--- src/rtl/gpio_bank_pkg.sv ---
package gpio_bank_pkg;
  localparam int FN_COUNT = 8;

  typedef enum logic [3:0] {
    FN_LEVEL = 4'd0,
    FN_DIR   = 4'd1,
    FN_SET   = 4'd2,
    FN_CLR   = 4'd3,
    FN_RISE  = 4'd4,
    FN_FALL  = 4'd5,
    FN_EDGE  = 4'd6,
    FN_ALT   = 4'd7,
    FN_NONE  = 4'd8
  } fn_e;
endpackage

--- src/rtl/gpio_addr_dec.sv ---
module gpio_addr_dec
  import gpio_bank_pkg::*;
#(
  parameter int NWORDS = 2,
  parameter int AW     = 5,
  parameter int IW     = 2
) (
  input  logic [AW-1:0] addr,
  output fn_e           fn,
  output logic [IW-1:0] idx
);
  localparam int ALT_BASE = (FN_COUNT - 1) * NWORDS;
  localparam int ADDR_END = ALT_BASE + 2 * NWORDS;

  always_comb begin
    int a;
    a   = int'(addr);
    fn  = FN_NONE;
    idx = '0;
    if (a < ALT_BASE) begin
      fn  = fn_e'(4'(a / NWORDS));
      idx = IW'(a % NWORDS);
    end else if (a < ADDR_END) begin
      fn  = FN_ALT;
      idx = IW'(a - ALT_BASE);
    end
  end
endmodule

--- src/rtl/gpio_in_sync.sv ---
module gpio_in_sync #(
  parameter int W = 64
) (
  input  logic         clk,
  input  logic         rst_n,
  input  logic [W-1:0] d,
  output logic [W-1:0] q
);
  logic [W-1:0] meta_q;

  always_ff @(posedge clk or negedge rst_n) begin
    if (!rst_n) begin
      meta_q <= '0;
      q      <= '0;
    end else begin
      meta_q <= d;
      q      <= meta_q;
    end
  end
endmodule

--- src/rtl/gpio_pin_mux.sv ---
module gpio_pin_mux #(
  parameter int NPINS = 64
) (
  input  logic [NPINS-1:0]   lat,
  input  logic [NPINS-1:0]   dir,
  input  logic [2*NPINS-1:0] af,
  input  logic [NPINS-1:0]   alt_out,
  input  logic [NPINS-1:0]   alt_oe,
  output logic [NPINS-1:0]   pad_out,
  output logic [NPINS-1:0]   pad_oe
);
  for (genvar p = 0; p < NPINS; p++) begin : g_pin
    logic use_alt;
    assign use_alt    = |af[2*p +: 2];
    assign pad_out[p] = use_alt ? alt_out[p] : lat[p];
    assign pad_oe[p]  = use_alt ? alt_oe[p]  : dir[p];
  end
endmodule

--- src/rtl/gpio_bank_ctrl.sv ---
module gpio_bank_ctrl
  import gpio_bank_pkg::*;
#(
  parameter int NPINS  = 64,
  parameter int NWORDS = NPINS / 32,
  parameter int AW     = $clog2(9 * NWORDS)
) (
  input  logic               clk,
  input  logic               rst_n,
  input  logic               req_valid,
  output logic               req_ready,
  input  logic               req_write,
  input  logic [AW-1:0]      req_addr,
  input  logic [31:0]        req_wdata,
  output logic               rsp_valid,
  input  logic               rsp_ready,
  output logic [31:0]        rsp_rdata,
  input  logic [NPINS-1:0]   pad_in,
  output logic [NPINS-1:0]   pad_out,
  output logic [NPINS-1:0]   pad_oe,
  input  logic [NPINS-1:0]   alt_out,
  input  logic [NPINS-1:0]   alt_oe,
  output logic [2*NPINS-1:0] af_code
);
  localparam int NAFW = 2 * NWORDS;
  localparam int IW   = $clog2(NAFW);
  localparam int WW   = (NWORDS > 1) ? $clog2(NWORDS) : 1;

  logic [NWORDS-1:0][31:0] dir_q, lat_q, lvl_w;
  logic [NAFW-1:0][31:0]   af_q;
  logic [NPINS-1:0]        lvl;
  fn_e                     fn;
  logic [IW-1:0]           idx;
  logic [WW-1:0]           wi;
  logic                    take;
  logic [31:0]             rd_word;

  gpio_addr_dec #(.NWORDS(NWORDS), .AW(AW), .IW(IW)) u_dec (
    .addr (req_addr),
    .fn   (fn),
    .idx  (idx)
  );

  gpio_in_sync #(.W(NPINS)) u_sync (
    .clk   (clk),
    .rst_n (rst_n),
    .d     (pad_in),
    .q     (lvl)
  );

  assign lvl_w     = lvl;
  assign wi        = idx[WW-1:0];
  assign req_ready = !rsp_valid || rsp_ready;
  assign take      = req_valid && req_ready;

  always_ff @(posedge clk or negedge rst_n) begin
    if (!rst_n) begin
      dir_q <= '0;
      lat_q <= '0;
      af_q  <= '0;
    end else if (take && req_write) begin
      case (fn)
        FN_DIR:  dir_q[wi] <= req_wdata;
        FN_SET:  lat_q[wi] <= lat_q[wi] | req_wdata;
        FN_CLR:  lat_q[wi] <= lat_q[wi] & ~req_wdata;
        FN_ALT:  af_q[idx] <= req_wdata;
        default: ;
      endcase
    end
  end

  always_comb begin
    case (fn)
      FN_LEVEL: rd_word = lvl_w[wi];
      FN_DIR:   rd_word = dir_q[wi];
      FN_ALT:   rd_word = af_q[idx];
      default:  rd_word = '0;
    endcase
  end

  always_ff @(posedge clk or negedge rst_n) begin
    if (!rst_n) begin
      rsp_valid <= 1'b0;
      rsp_rdata <= '0;
    end else if (take && !req_write) begin
      rsp_valid <= 1'b1;
      rsp_rdata <= rd_word;
    end else if (rsp_ready) begin
      rsp_valid <= 1'b0;
    end
  end

  assign af_code = af_q;

  gpio_pin_mux #(.NPINS(NPINS)) u_mux (
    .lat     (lat_q),
    .dir     (dir_q),
    .af      (af_q),
    .alt_out (alt_out),
    .alt_oe  (alt_oe),
    .pad_out (pad_out),
    .pad_oe  (pad_oe)
  );
endmodule

--- config.mk ---
export PLATFORM = sky130hd
export DESIGN_NAME = gpio_bank_ctrl
export DESIGN_NICKNAME = d
export VERILOG_FILES = /design/src/rtl/gpio_bank_pkg.sv /design/src/rtl/gpio_addr_dec.sv /design/src/rtl/gpio_in_sync.sv /design/src/rtl/gpio_pin_mux.sv /design/src/rtl/gpio_bank_ctrl.sv
export SDC_FILE = /design/constraint.sdc
export NUM_CORES = 1
export LEC_CHECK = 0
export ABC_AREA = 1
export BUFFER_PORTS_ARGS = -buffer_cell sky130_fd_sc_hd__buf_4
export CAP_MARGIN = 20
export CORE_UTILIZATION = 45
export DETAILED_ROUTE_END_ITERATION = 10
export PLACE_DENSITY = 0.71
export SETUP_SLACK_MARGIN = 0.15
export SLEW_MARGIN = 20
export SYNTH_ARGS = -nofsm -noshare
export SYNTH_HDL_FRONTEND = slang
export SYNTH_SLANG_ARGS = --single-unit
--- constraint.sdc ---
create_clock -name clk -period 3.24 [get_ports clk]
set_input_delay 0.162 -clock clk [delete_from_list [all_inputs] [get_ports clk]]
set_output_delay 0.162 -clock clk [all_outputs]
set_load 0.02 [all_outputs]
==> summary.txt <==
Critical path
  • Critical path type: flip-flop to flip-flop
  • Most common cell on crit path: nand2_1
  • Slowest cell on the critical path: nand2_2
  • Top cell family by delay on the critical path: simple AND/OR/NAND/NOR gates
  • CP bufs+invs: 1
  • WP data required: 3.72 ns
  • Crit-path cells: nand2_1 -> nand3_1 -> nor4_4 -> buf_4 -> nand2_2 -> nor2_1 -> nand2_1 -> o21ai_0
  • Reg2reg end: lat_q[57]$_DFFE_PN0P_
  • R2r setup slk: roughly 0.6 ns
  • Crit path largest cell delay: 0.57 ns
  • Startpoint types: flip-flop
  • R2r worst-path depth: 8
  • Critical path fanouts, max: 32
  • R2r startpoint: rsp_valid$_DFFE_PN0P_
  • Data arrival, critical path: roughly 3.1 ns
  • Crit path capture type: flip-flop

Floorplanning
  • Initial Util: a little under half
  • Die Span Y: 204 um
  • Core area: ~40000 sq um
  • Die area: about 42000 sq um
  • Io pins: between 500 and 600
  • FP Rows: 73
  • Die width: approximately 200 um

Logic synthesis
  • Largest cells by area after synthesis: dfrtp_1, nor2_1, nand2_1, nand3_1, o21ai_0
  • Area leader, netlist: dfrtp_1
  • Synthesized area: 18400 sq um
  • Synth top cells by count: nor2_1, dfrtp_1, nand2_1
  • Top-area cell type share of the netlist area: roughly 57%
  • Post-synth EDFFs: 0
  • Main synth FF type: dfrtp_1
  • Mapped Cells: about 2.2k
  • Yosys warns: 0
  • Synth cell types: 25
  • Fraction of registers with async set/reset: 100%
  • Yosys reg bits: between 400 and 500
  • Seq/Total Area, Yosys: 56.8%
  • Most frequent cell after synthesis: nor2_1
  • Synthesized Nets: 2420
  • Mapped Avg Cell Area: ~8.4 sq um

Global routing
  • First-pass GRT wire length: roughly 110000 um
  • Routing usage on met2: 55.9%
  • Gr busiest metal: met2
  • Met1 usage: between 40% and 50%
  • Vias in the first global route: 16.9k
  • Remaining global-route overflow: 0
  • Total GRT Usage: between 30% and 40%
  • Pin count of the biggest net entering global routing: 95
  • Initial antenna violation count: 1
  • GRT met3 Usage: around 6.2%

STA
  • Worst Clk Skew: about 0.027 ns
  • Final Hold Viols: 0
  • Tmin final: 2.64 ns
  • WHS: 0.182 ns
  • Setup Total Neg Slack: 0 ns
  • Slew headroom: between 30% and 40%
  • FMAX: approximately 0.38 GHz
  • RSZ-0062 raised after global routing: false
  • Max-slew violations: 0
  • Final period util: between 80% and 90%
  • Final setup viols: 0
  • Slew at the pin closest to its max-slew limit: just over 1 ns

Final layout
  • Antenna diode instance count: 0
  • Share of cells above drive strength 1: around 25%
  • Post-layout util: 63.6%
  • Area Overhead vs Synth: 38.4%
  • Final std cells w/o fill: 3339
  • Nets: 3017
  • Post-route design area: 25500 sq um

Clock tree
  • Post_cts resized: 0
  • CTS Buf Count: 44
  • Clk buf depth: 3
  • Htree depth: 2
  • CTS Root Cell: clkbuf_16
  • CTS hold repair buffers: 98
  • # clock sinks: 417
  • Setup bufs post-CTS: 0
  • Clock latency on the worst-skew pair: 0.59 ns
  • CTS tree: yes
  • Clock-pin slew on the worst setup and hold paths: around 0.06 ns

Route
  • # DRC: 0
  • Final WL: around 74000 um
  • Vias per cell: around 5.3
  • Final ANT Viol Nets: 0
  • Drt wl/cell: around 22 um
  • Initial DRT Pass Iterations: 6
  • Routed vias: around 18k
  • Initial DRC Count: roughly 2k

Hold path
  • WHS Endpoint: rsp_rdata[22]$_DFFE_PN0P_
  • Hold path depth: 5
  • Hold crit path type: primary input to flip-flop
  • Hold Startpoint: req_write

Placed design
  • Dpl cell area: between 20000 and 25000 sq um
  • Buffers on Ports: between 500 and 600
  • Routability cong.: just under 1
  • DP HPWL: 53700 um
  • Placed Cells: between 3k and 4k

Outcome
  • Status: completed

Power
  • Lkg Pwr: 12.8 nW
  • Worst VDD drop: ~0.63 mV
  • Pwr dens: ~620 nW/um^2

Run
  • Maximum Capacitance Violations: 0
worst max path at each step:
stage                                from                     to  slack, ns  cells past startpoint
detailed placement            req_addr[2]  lat_q[57]$_DFFE_PN0P_       0.66                     10
CTS                 rsp_valid$_DFFE_PN0P_  lat_q[57]$_DFFE_PN0P_       0.74                      8
global route        rsp_valid$_DFFE_PN0P_  lat_q[33]$_DFFE_PN0P_       0.47                      8
global placement              req_addr[2]  lat_q[41]$_DFFE_PN0P_       0.73                     10
floorplan           rsp_valid$_DFFE_PN0P_  lat_q[12]$_DFFE_PN0P_       1.33                      8
finish              rsp_valid$_DFFE_PN0P_  lat_q[57]$_DFFE_PN0P_       0.60                      8
per-layer routing:
layer  vias to the layer above  share of wire [%]
met5                         -              0.017
met4                         2                3.6
met3                       135                8.6
met2                       907                 47
met1                      8566                 41
li1                       8162                  -
worst reg2reg max path, delay by kind of cell (launching register included):
family	cells	cell delay, ns
simple gates	6	1.65
flops	1	0.39
compound gates	1	0.12
buf+inv	1	0.36
cell type report:
class	instances	area, sq um
Fill cell	3351	14600
Sequential cell	417	10400
Multi-Input combinational cell	1472	6810
Timing Repair Buffer	656	5290
Clock buffer	57	1240
Inverter	192	722
Tap cell	525	657
Clock inverter	20	298
report_power, final:
| part | switching (mW) | internal (mW) | leakage [nW] |
|---|---|---|---|
| Clock | 2.17 | 3.19 | 0.745 |
| Sequential | 0.629 | 5.81 | 4.86 |
| Combinational | 2.26 | 1.61 | 7.22 |
sequential cells by signal, summed over array words and instances (netlist names):
signal         cells
af_code          128
dir_q             64
lat_q             64
u_sync.meta_q     64
u_sync.q          64
rsp_rdata         32
rsp_valid          1
layout by cell type, fill, tap and decap left out, types with 3 or more instances in the layout:
| cell type | instances |
|---|---|
| nand2_1 | 395 |
| o21ai_0 | 155 |
| inv_1 | 187 |
| buf_4 | 548 |
| a21oi_1 | 129 |
| inv_2 | 3 |
| o21ai_1 | 68 |
| nor2_2 | 3 |
| clkinvlp_4 | 4 |
| clkinv_8 | 3 |
| nand4_1 | 19 |
| nor2_1 | 459 |
| nor2_4 | 6 |
| bufinv_16 | 6 |
| clkbuf_1 | 4 |
| nand3_1 | 163 |
| dlygate4sd3_1 | 98 |
| clkinv_2 | 7 |
| nand2_2 | 6 |
| dfrtp_1 | 417 |
| buf_12 | 9 |
| clkbuf_16 | 44 |
| clkbuf_8 | 9 |
| mux2_2 | 63 |
logic make-up (layout without fill, tap and decap cells):
family                 after synthesis  count (layout)  synth area share [%]
AOI/OAI and AO/OA                  354             354                  9.71
buffers and inverters              297             925                  6.38
DFF                                417             417                  56.8
muxes                               63              63                  3.86
and+or+nand+nor                   1055            1055                  23.3
through the flow:
step	setup WS [ns]	power [mW]
floorplan	1.33	8.17
global placement	0.729	10.2
detailed placement	0.658	10.3
CTS	0.742	15.7
global route	0.465	16.2
finish	0.603	15.7
No activity file was read; power rests on OpenSTA's default activity.
